==> config.mk <==
export PLATFORM = sky130hd
export DESIGN_NAME = cordic_if_mixer
export DESIGN_NICKNAME = d
export VERILOG_FILES = /design/src/rtl/cordic_mix_pkg.sv /design/src/rtl/cim_phase_acc.sv /design/src/rtl/cim_prerot.sv /design/src/rtl/cim_rot_stage.sv /design/src/rtl/cim_scale_sat.sv /design/src/rtl/cordic_if_mixer.sv
export SDC_FILE = /design/constraint.sdc
export NUM_CORES = 2
export LEC_CHECK = 0
export BUFFER_PORTS_ARGS = -buffer_cell sky130_fd_sc_hd__buf_2
export CORE_MARGIN = 10
export CORE_UTILIZATION = 45
export CTS_CLUSTER_DIAMETER = 40
export DETAILED_ROUTE_END_ITERATION = 10
export SLEW_MARGIN = 20
export SYNTH_ARGS = -nofsm -noshare
export SYNTH_HDL_FRONTEND = slang
export SYNTH_HIERARCHICAL = 1
export SYNTH_SLANG_ARGS = --single-unit
==> constraint.sdc <==
create_clock -name clk -period 6.25 [get_ports clk]
set_clock_uncertainty 0.2 [all_clocks]
set_input_delay 1.25 -clock clk [delete_from_list [all_inputs] [get_ports clk]]
set_output_delay 1.25 -clock clk [all_outputs]
set_load 0.1 [all_outputs]
==> src/rtl/cordic_mix_pkg.sv <==
package cordic_mix_pkg;

   localparam real PI_R = 3.14159265358979323846;

   // arctangent of 2^-i, converted to phase units of a 2^pw turn
   function automatic int atan_units(input int i, input int pw);
      real t, term, acc, tsq;
      if (i == 0) begin
         acc = PI_R / 4.0;
      end else begin
         t    = 1.0;
         for (int n = 0; n < i; n++) t = t / 2.0;
         tsq  = t * t;
         term = t;
         acc  = 0.0;
         for (int n = 0; n < 40; n++) begin
            if (n % 2 == 0) acc = acc + term / real'(2 * n + 1);
            else            acc = acc - term / real'(2 * n + 1);
            term = term * tsq;
         end
      end
      return int'(acc * real'(longint'(1) << pw) / (2.0 * PI_R));
   endfunction

   // inverse CORDIC gain for a given stage count, scaled by 2^kf
   function automatic int gain_comp(input int stages, input int kf);
      real ksq, r, q;
      ksq = 1.0;
      q   = 1.0;
      for (int i = 0; i < stages; i++) begin
         ksq = ksq / (1.0 + q);
         q   = q / 4.0;
      end
      r = 1.0;
      for (int n = 0; n < 30; n++) r = 0.5 * (r + ksq / r);
      return int'(r * real'(longint'(1) << kf));
   endfunction

endpackage

==> src/rtl/cim_phase_acc.sv <==
module cim_phase_acc #(
   parameter int PHASE_W = 14
) (
   input  logic               clk,
   input  logic               rst_n,
   output logic [PHASE_W-1:0] phase
);
   localparam logic [PHASE_W-1:0] STEP = {3'b001, {(PHASE_W-3){1'b0}}};

   always_ff @(posedge clk) begin
      if (!rst_n) phase <= '0;
      else        phase <= phase + STEP;
   end
endmodule

==> src/rtl/cim_prerot.sv <==
module cim_prerot #(
   parameter int IN_W    = 12,
   parameter int PHASE_W = 14,
   parameter int IW      = 18,
   parameter int GUARD   = 4
) (
   input  logic                      clk,
   input  logic                      rst_n,
   input  logic signed [IN_W-1:0]    sample,
   input  logic        [PHASE_W-1:0] phase,
   output logic signed [IW-1:0]      x0,
   output logic signed [PHASE_W-1:0] z0
);
   localparam int EXT = IW - IN_W - GUARD;

   logic                      flip;
   logic signed [IW-1:0]      x_ext;
   logic signed [PHASE_W-1:0] z_adj;

   always_comb begin
      flip  = phase[PHASE_W-1] ^ phase[PHASE_W-2];
      x_ext = {{EXT{sample[IN_W-1]}}, sample, {GUARD{1'b0}}};
      z_adj = $signed({phase[PHASE_W-1] ^ flip, phase[PHASE_W-2:0]});
   end

   always_ff @(posedge clk) begin
      if (!rst_n) begin
         x0 <= '0;
         z0 <= '0;
      end else begin
         x0 <= flip ? -x_ext : x_ext;
         z0 <= z_adj;
      end
   end
endmodule

==> src/rtl/cim_rot_stage.sv <==
module cim_rot_stage #(
   parameter int IW    = 18,
   parameter int PW    = 14,
   parameter int SHIFT = 0,
   parameter int ANG   = 0
) (
   input  logic                 clk,
   input  logic                 rst_n,
   input  logic signed [IW-1:0] x_in,
   input  logic signed [IW-1:0] y_in,
   input  logic signed [PW-1:0] z_in,
   output logic signed [IW-1:0] x_out,
   output logic signed [IW-1:0] y_out,
   output logic signed [PW-1:0] z_out
);
   localparam logic signed [PW-1:0] ANG_V = PW'(ANG);

   logic signed [IW-1:0] x_sh, y_sh;
   logic                 ccw;

   always_comb begin
      x_sh = x_in >>> SHIFT;
      y_sh = y_in >>> SHIFT;
      ccw  = ~z_in[PW-1];
   end

   always_ff @(posedge clk) begin
      if (!rst_n) begin
         x_out <= '0;
         y_out <= '0;
         z_out <= '0;
      end else if (ccw) begin
         x_out <= x_in - y_sh;
         y_out <= y_in + x_sh;
         z_out <= z_in - ANG_V;
      end else begin
         x_out <= x_in + y_sh;
         y_out <= y_in - x_sh;
         z_out <= z_in + ANG_V;
      end
   end
endmodule

==> src/rtl/cim_scale_sat.sv <==
module cim_scale_sat #(
   parameter int IW     = 18,
   parameter int KF     = 16,
   parameter int KQ     = 39797,
   parameter int SHIFT  = 20,
   parameter int OUT_W  = 12,
   parameter bit NEGATE = 1'b0
) (
   input  logic                    clk,
   input  logic                    rst_n,
   input  logic signed [IW-1:0]    v,
   output logic signed [OUT_W-1:0] o
);
   localparam int PROD_W = IW + KF + 1;
   localparam logic signed [PROD_W-1:0] MAXV =
      {{(PROD_W-OUT_W+1){1'b0}}, {(OUT_W-1){1'b1}}};
   localparam logic signed [PROD_W-1:0] MINV =
      {{(PROD_W-OUT_W+1){1'b1}}, {(OUT_W-1){1'b0}}};
   localparam logic signed [PROD_W-1:0] HALF =
      {{(PROD_W-SHIFT){1'b0}}, 1'b1, {(SHIFT-1){1'b0}}};
   localparam logic signed [PROD_W-1:0] K_V = PROD_W'(KQ);

   logic signed [PROD_W-1:0] v_ext, prod, prod_s, rounded;

   always_comb begin
      v_ext = {{(PROD_W-IW){v[IW-1]}}, v};
      prod  = v_ext * K_V;
   end

   generate
      if (NEGATE) begin : g_neg
         assign prod_s = -prod;
      end else begin : g_pos
         assign prod_s = prod;
      end
   endgenerate

   assign rounded = (prod_s + HALF) >>> SHIFT;

   always_ff @(posedge clk) begin
      if (!rst_n)              o <= '0;
      else if (rounded > MAXV) o <= MAXV[OUT_W-1:0];
      else if (rounded < MINV) o <= MINV[OUT_W-1:0];
      else                     o <= rounded[OUT_W-1:0];
   end
endmodule

==> src/rtl/cordic_if_mixer.sv <==
module cordic_if_mixer
   import cordic_mix_pkg::*;
#(
   parameter int IN_W    = 12,
   parameter int OUT_W   = 12,
   parameter int PHASE_W = 14,
   parameter int STAGES  = 12,
   parameter int GUARD   = 4,
   parameter int KF      = 16
) (
   input  logic                    clk,
   input  logic                    rst_n,
   input  logic signed [IN_W-1:0]  sample_in,
   output logic signed [OUT_W-1:0] i_out,
   output logic signed [OUT_W-1:0] q_out,
   output logic                    out_valid
);
   localparam int IW    = IN_W + GUARD + 2;
   localparam int SHIFT = KF + GUARD;
   localparam int KQ    = gain_comp(STAGES, KF);

   // R9 elaboration-time parameter checks
   if (PHASE_W < 6 || PHASE_W > 30) begin : g_bad_phase
      $error("cordic_if_mixer: PHASE_W out of range");
   end
   if (STAGES < 4 || STAGES >= PHASE_W) begin : g_bad_stages
      $error("cordic_if_mixer: STAGES out of range");
   end
   if (OUT_W < 4 || GUARD < 1 || IW + KF + 1 > 62) begin : g_bad_width
      $error("cordic_if_mixer: width parameters unsupported");
   end

   logic [PHASE_W-1:0]        phase_q;
   logic signed [IW-1:0]      xs [0:STAGES];
   logic signed [IW-1:0]      ys [0:STAGES];
   logic signed [PHASE_W-1:0] zs [0:STAGES];
   logic [STAGES+1:0]         vpipe;

   cim_phase_acc #(.PHASE_W(PHASE_W)) u_phase (
      .clk(clk), .rst_n(rst_n), .phase(phase_q)
   );

   cim_prerot #(.IN_W(IN_W), .PHASE_W(PHASE_W), .IW(IW), .GUARD(GUARD)) u_pre (
      .clk(clk), .rst_n(rst_n), .sample(sample_in), .phase(phase_q),
      .x0(xs[0]), .z0(zs[0])
   );
   assign ys[0] = '0;

   generate
      for (genvar s = 0; s < STAGES; s++) begin : g_stage
         cim_rot_stage #(
            .IW(IW), .PW(PHASE_W), .SHIFT(s), .ANG(atan_units(s, PHASE_W))
         ) u_rot (
            .clk(clk), .rst_n(rst_n),
            .x_in(xs[s]), .y_in(ys[s]), .z_in(zs[s]),
            .x_out(xs[s+1]), .y_out(ys[s+1]), .z_out(zs[s+1])
         );
      end
   endgenerate

   cim_scale_sat #(.IW(IW), .KF(KF), .KQ(KQ), .SHIFT(SHIFT), .OUT_W(OUT_W),
                   .NEGATE(1'b0)) u_isc (
      .clk(clk), .rst_n(rst_n), .v(xs[STAGES]), .o(i_out)
   );
   cim_scale_sat #(.IW(IW), .KF(KF), .KQ(KQ), .SHIFT(SHIFT), .OUT_W(OUT_W),
                   .NEGATE(1'b1)) u_qsc (
      .clk(clk), .rst_n(rst_n), .v(ys[STAGES]), .o(q_out)
   );

   always_ff @(posedge clk) begin
      if (!rst_n) vpipe <= '0;
      else        vpipe <= {vpipe[STAGES:0], 1'b1};
   end
   assign out_valid = vpipe[STAGES+1];
endmodule

# --- Word level (Yosys, flattened, before mapping) ---
# Cells that the tools add are included.
word_totals:
  input_bits: 14
  ff_bits: 670
  output_inout_bits: 25
classes:
  reduce_logical: 3
  mul: 2
  addsub: 72
  mux: 40
  n_bitwise: 3
  order_cmp: 4
op_table:
  columns: ["operator", "count"]
  rows:
  - ["$mux W18", 24]
  - ["$mux W14", 11]
  - ["$add A35 B21 Y35 const B", 2]
  - ["$mul A18 B17 Y35 const B", 2]
  - ["$add A18 B10 Y18", 2]
  - ["$add A18 B11 Y18", 2]
  - ["$add A18 B12 Y18", 2]
  - ["$add A18 B13 Y18", 2]
  - ["$add A18 B14 Y18", 2]
  - ["$add A18 B15 Y18", 2]
  - ["$add A18 B16 Y18", 2]
  - ["$add A18 B17 Y18", 2]
  - ["$add A18 B7 Y18", 2]
  - ["$add A18 B8 Y18", 2]
  - ["$add A18 B9 Y18", 2]
  - ["$sub A18 B10 Y18", 2]
  - ["$sub A18 B11 Y18", 2]
  - ["$sub A18 B12 Y18", 2]
  - ["$sub A18 B13 Y18", 2]
  - ["$sub A18 B14 Y18", 2]
  - ["$sub A18 B15 Y18", 2]
  - ["$sub A18 B16 Y18", 2]
  - ["$sub A18 B17 Y18", 2]
  - ["$sub A18 B7 Y18", 2]
  - ["36 further kinds", 45]

# --- Longest topological paths before layout ---
logic_depth:
  ltp_word: 6
  ltp_mapped: 24
  ltp_nobuf: 22

# --- Modules after synthesis ---
# The synthesis kept the hierarchy.
modules_own_cells:
  columns: ["mod", "cells_per_inst", "area_per_inst_um2", "seq_area_each_um2", "instances"]
  rows:
  - ["cim_scale_sat (u_qsc)", 862, 7684.9, 240.2, 1]
  - ["cim_scale_sat (u_isc)", 691, 6754.0, 240.2, 1]
  - ["cim_rot_stage (g_stage[2].u_rot)", 512, 4147.7, 1001.0, 1]
  - ["cim_rot_stage (g_stage[1].u_rot)", 499, 4081.4, 1001.0, 1]
  - ["cim_rot_stage (g_stage[0].u_rot)", 518, 4026.4, 980.9, 1]
  - ["cim_rot_stage (g_stage[5].u_rot)", 483, 4003.8, 1001.0, 1]
  - ["cim_rot_stage (g_stage[6].u_rot)", 478, 3983.8, 1001.0, 1]
  - ["cim_rot_stage (g_stage[3].u_rot)", 478, 3973.8, 1001.0, 1]
  - ["cim_rot_stage (g_stage[4].u_rot)", 480, 3922.5, 1001.0, 1]
  - ["cim_rot_stage (g_stage[7].u_rot)", 466, 3895.0, 1001.0, 1]
  - ["cim_rot_stage (g_stage[11].u_rot)", 477, 3876.2, 1001.0, 1]
  - ["cim_rot_stage (g_stage[8].u_rot)", 470, 3871.2, 1001.0, 1]
  - ["cim_rot_stage (g_stage[10].u_rot)", 462, 3837.4, 1001.0, 1]
  - ["cim_rot_stage (g_stage[9].u_rot)", 457, 3779.9, 1001.0, 1]
  - ["3 more rows", null, null, null, null]

# --- Least setup slack after synthesis ---
# OpenSTA, ideal clock, no wires.
synth_path:
  path_type: "flip-flop to flip-flop"
  start: "register g_stage[11].u_rot.x_out[17]"
  end: "register u_isc.o[4]"
  path_stages_with_launch: 20
  n_path_buf: 0
  t_arrival_ns: 5.882
  setup_time_ns: 0.115
  t_required_ns: 5.935
  slack_ns: 0.054
  path_cell_list: "dfxtp_1 > ha_1 > inv_1 > fa_1 > fa_1 > fa_1 > fa_1 > inv_1 > fa_1 > inv_1 > ha_1 > and4_1 > and2_4 > a41oi_2 > o211ai_1 > a221o_1 > xnor2_1 > a41oi_2 > nor2_1 > o21a_1"
synth_between:
  elab_chain_len: 5
  word_cells_on_any_way: 6
  classes_between: "add/sub (1); mul (1); order compare (2); mux (2)"
synth_rtl:
  columns: ["element", "line_no", "text"]
  rows:
  - ["start: declaration", "cim_rot_stage.sv:12", "output logic signed [IW-1:0] x_out,"]
  - ["start signal: assignment", "cim_rot_stage.sv:33", "x_out <= x_in - y_sh;"]
  - ["start signal: assignment", "cim_rot_stage.sv:37", "x_out <= x_in + y_sh;"]
  - ["$mul A18 B17 Y35 *", "cim_scale_sat.sv:27", "prod = v_ext * K_V;"]
  - ["$add A35 B21 Y35 *", "cim_scale_sat.sv:38", "assign rounded = (prod_s + HALF) >>> SHIFT;"]
  - ["$lt A15 B12 Y1", "cim_scale_sat.sv:43", "else if (rounded < MINV) o <= MINV[OUT_W-1:0];"]
  - ["$mux W12", "cim_scale_sat.sv:43", null]
  - ["$mux W11 *", "cim_scale_sat.sv:42", "else if (rounded > MAXV) o <= MAXV[OUT_W-1:0];"]
  - ["end signal: assignment", "cim_scale_sat.sv:42", null]
  - ["end signal: assignment", "cim_scale_sat.sv:43", null]
  - ["end signal: assignment", "cim_scale_sat.sv:44", "else o <= rounded[OUT_W-1:0];"]
  - ["end: declaration", "cim_scale_sat.sv:12", "output logic signed [OUT_W-1:0] o"]
# Every way passes the cells marked *; elsewhere a longest branch is shown, timed or not.
# A chain may end at the register's enable or synchronous reset.

# --- Worst setup path after layout ---
layout_path:
  start: "register g_stage[11].u_rot.x_out[13]"
  end: "register u_isc.o[3]"
# Same word-level chain as after synthesis.

==> metrics.md <==
| Metric | Value |
|---|---|
| Status | `complete, no violations` |
| Setup TNS | `0 ps` |
| CP Launch Type | `register` |
| DR WL/cell | `17.2 um` |
| Area delta synth->final | `10.3%` |
| Critical path arrival | `6440 ps` |
| Hold_sp | `vpipe[7]` |
| Ports | `39` |
| Antenna Nets Post-Route | `0` |
| DRC viols | `0` |
| H-tree depth | `3` |
| Worst-Skew Late Latency | `710 ps` |
| Met2 GRT Util | `36.8%` |
| Hold Slack | `226 ps` |
| CTS Sinks | `641` |
| Min-Delay Path Class | `register to register` |
| Part of the cycle the worst path needs | `96.7%` |
| Crit-path max FO | `8` |
| Post-synth design cell area | `62100 um^2` |
| Die width | `391 um` |
| Die ar. | `153000 um^2` |
| Ant. Diodes | `0` |
| Clock-pin slew on the worst setup and hold paths | `60 ps` |
| Commonest non-fill, non-tap cells in the layout | `ha_1 (888), inv_1 (814), nor2_1 (706)` |
| Number of global-route vias before repair | `50407` |
| Reg-to-reg startpoint | `g_stage[11].u_rot/x_out[13]` |
| Nets | `8630` |
| Die Y | `391 um` |
| Global Route met3 Usage | `2.51%` |
| Core area | `137000 um^2` |
| Hold Vio Cnt, Final | `0` |
| Post-DP HPWL | `131 mm` |
| RR Endpoint | `u_isc/o[3]` |
| Worst Max-Slew Pin Slew | `882 ps` |
| CTS tree | `yes` |
| Total GRT Usage | `20.7%` |
| Endpoints failing setup | `0` |
| Crit path to | `u_isc/o[3]` |
| Worst slew margin | `39.7%` |
| CP startpoint | `g_stage[11].u_rot/x_out[13]` |
| Pin count of the biggest net entering global routing | `101` |
| First-pass GRT wire length | `262 mm` |
| Initial antenna violation count | `0` |
| Slew Limit Fails | `0` |
| Post-detailed-route via-to-cell ratio | `5.41` |
| Clk buf depth | `3` |
| Crit path capture type | `register` |
| Initial Util | `45.2%` |
| Root buffer cell | `clkbuf_16` |
| GP Congestion | `0.911` |
| Setup slack, reg-to-reg | `210 ps` |
| Max-Cap Viols | `0` |
| Most common cell after layout, fill and taps aside | `ha_1` |
| Final global-route overflow total | `0` |
| IO Port Bufs | `38` |
| Routed via count | `50402` |
| Syn Area/Cell | `8.47 um^2` |
| Busiest layer in global routing | `met2` |
| Final worst path period need | `6040 ps` |
| CP required | `6640 ps` |
| TritonRoute pass-1 iters | `5` |
| Synth Warn # | `6` |
| F_max | `165 MHz` |
| Rows | `136` |
| Post-Synthesis Cells | `7327` |
| Share of layout cells above drive strength 1 | `7.27%` |
| WS Path Type | `register to register` |
| R2r worst-path depth | `20` |
| Met1 usage | `25.9%` |
| CTS Buf Count | `109` |
| Initial DRC Count | `2707` |
| Drt total wl | `161 mm` |
==> how the worst min path moves through the flow <==
| stage | cells past startpoint | slack (ps) | to |
|---|---|---|---|
| floorplan | 1 | 210 | g_stage[0].u_rot/z_out[0] |
| global placement | 1 | 210 | vpipe[10] |
| detailed placement | 1 | 220 | vpipe[8] |
| CTS | 1 | 210 | vpipe[8] |
| global route | 1 | 230 | vpipe[8] |
| finish | 1 | 230 | vpipe[8] |
==> per-stage QoR <==
step           util (%)  cells  cell area, um^2  setup WS (ps)
2_1_floorplan         -   7393            62300           53.8
3_3_place_gp       46.9   9107            64300            185
3_5_place_dp       46.9   9107            64300           48.4
4_1_cts            49.7   9311            68200           7.59
5_1_grt            49.9   9314            68500          -27.2
6_report           49.9   9314            68500            207
==> registers in the layout, indices dropped and copies added, names as in the netlist <==
signal / cells
u_qsc/o: 12
u_pre/x0: 14
u_phase/phase: 3
g_stage.u_rot/x_out: 215
g_stage.u_rot/y_out: 216
vpipe: 14
u_pre/z0: 14
u_isc/o: 12
g_stage.u_rot/z_out: 141
==> cell type report <==
class	count	area (um^2)
inverter	826	3100
multi-input combinational	5746	45700
fill	13206	68900
timing repair buffer	103	688
tap	1794	2240
clock inverter	71	887
clock buffer	133	2970
sequential	641	12900
==> critical path, stage by stage, from the launching register on <==
cell and delay (ps):
dfxtp_4 400, ha_2 320, fa_1 540, inv_1 60
fa_1 510, inv_1 60, fa_1 510, fa_1 500
inv_1 50, fa_1 470, inv_1 50, ha_1 310
a21oi_1 210, o21ai_0 130, a41oi_2 250, o211ai_1 170
a221o_1 420, xnor2_1 190, a41oi_2 320, nor2_4 100
a21o_1 170
==> metal layers <==
layer	up-vias	part of all wire (%)
met3	255	3.2
li1	25579	-
met4	0	3.0
met1	23758	45
met2	810	49
met5	-	0
==> timing repair <==
action,4_1_cts,5_1_grt
hold buffers,0,0
endpoints found under the hold margin,0,0
gates resized for setup,0,63
setup endpoints to repair,0,22
setup buffers,0,3
Power is not shown: default switching activity piles up to over one toggle a cycle in this logic, so the estimate is an artifact.
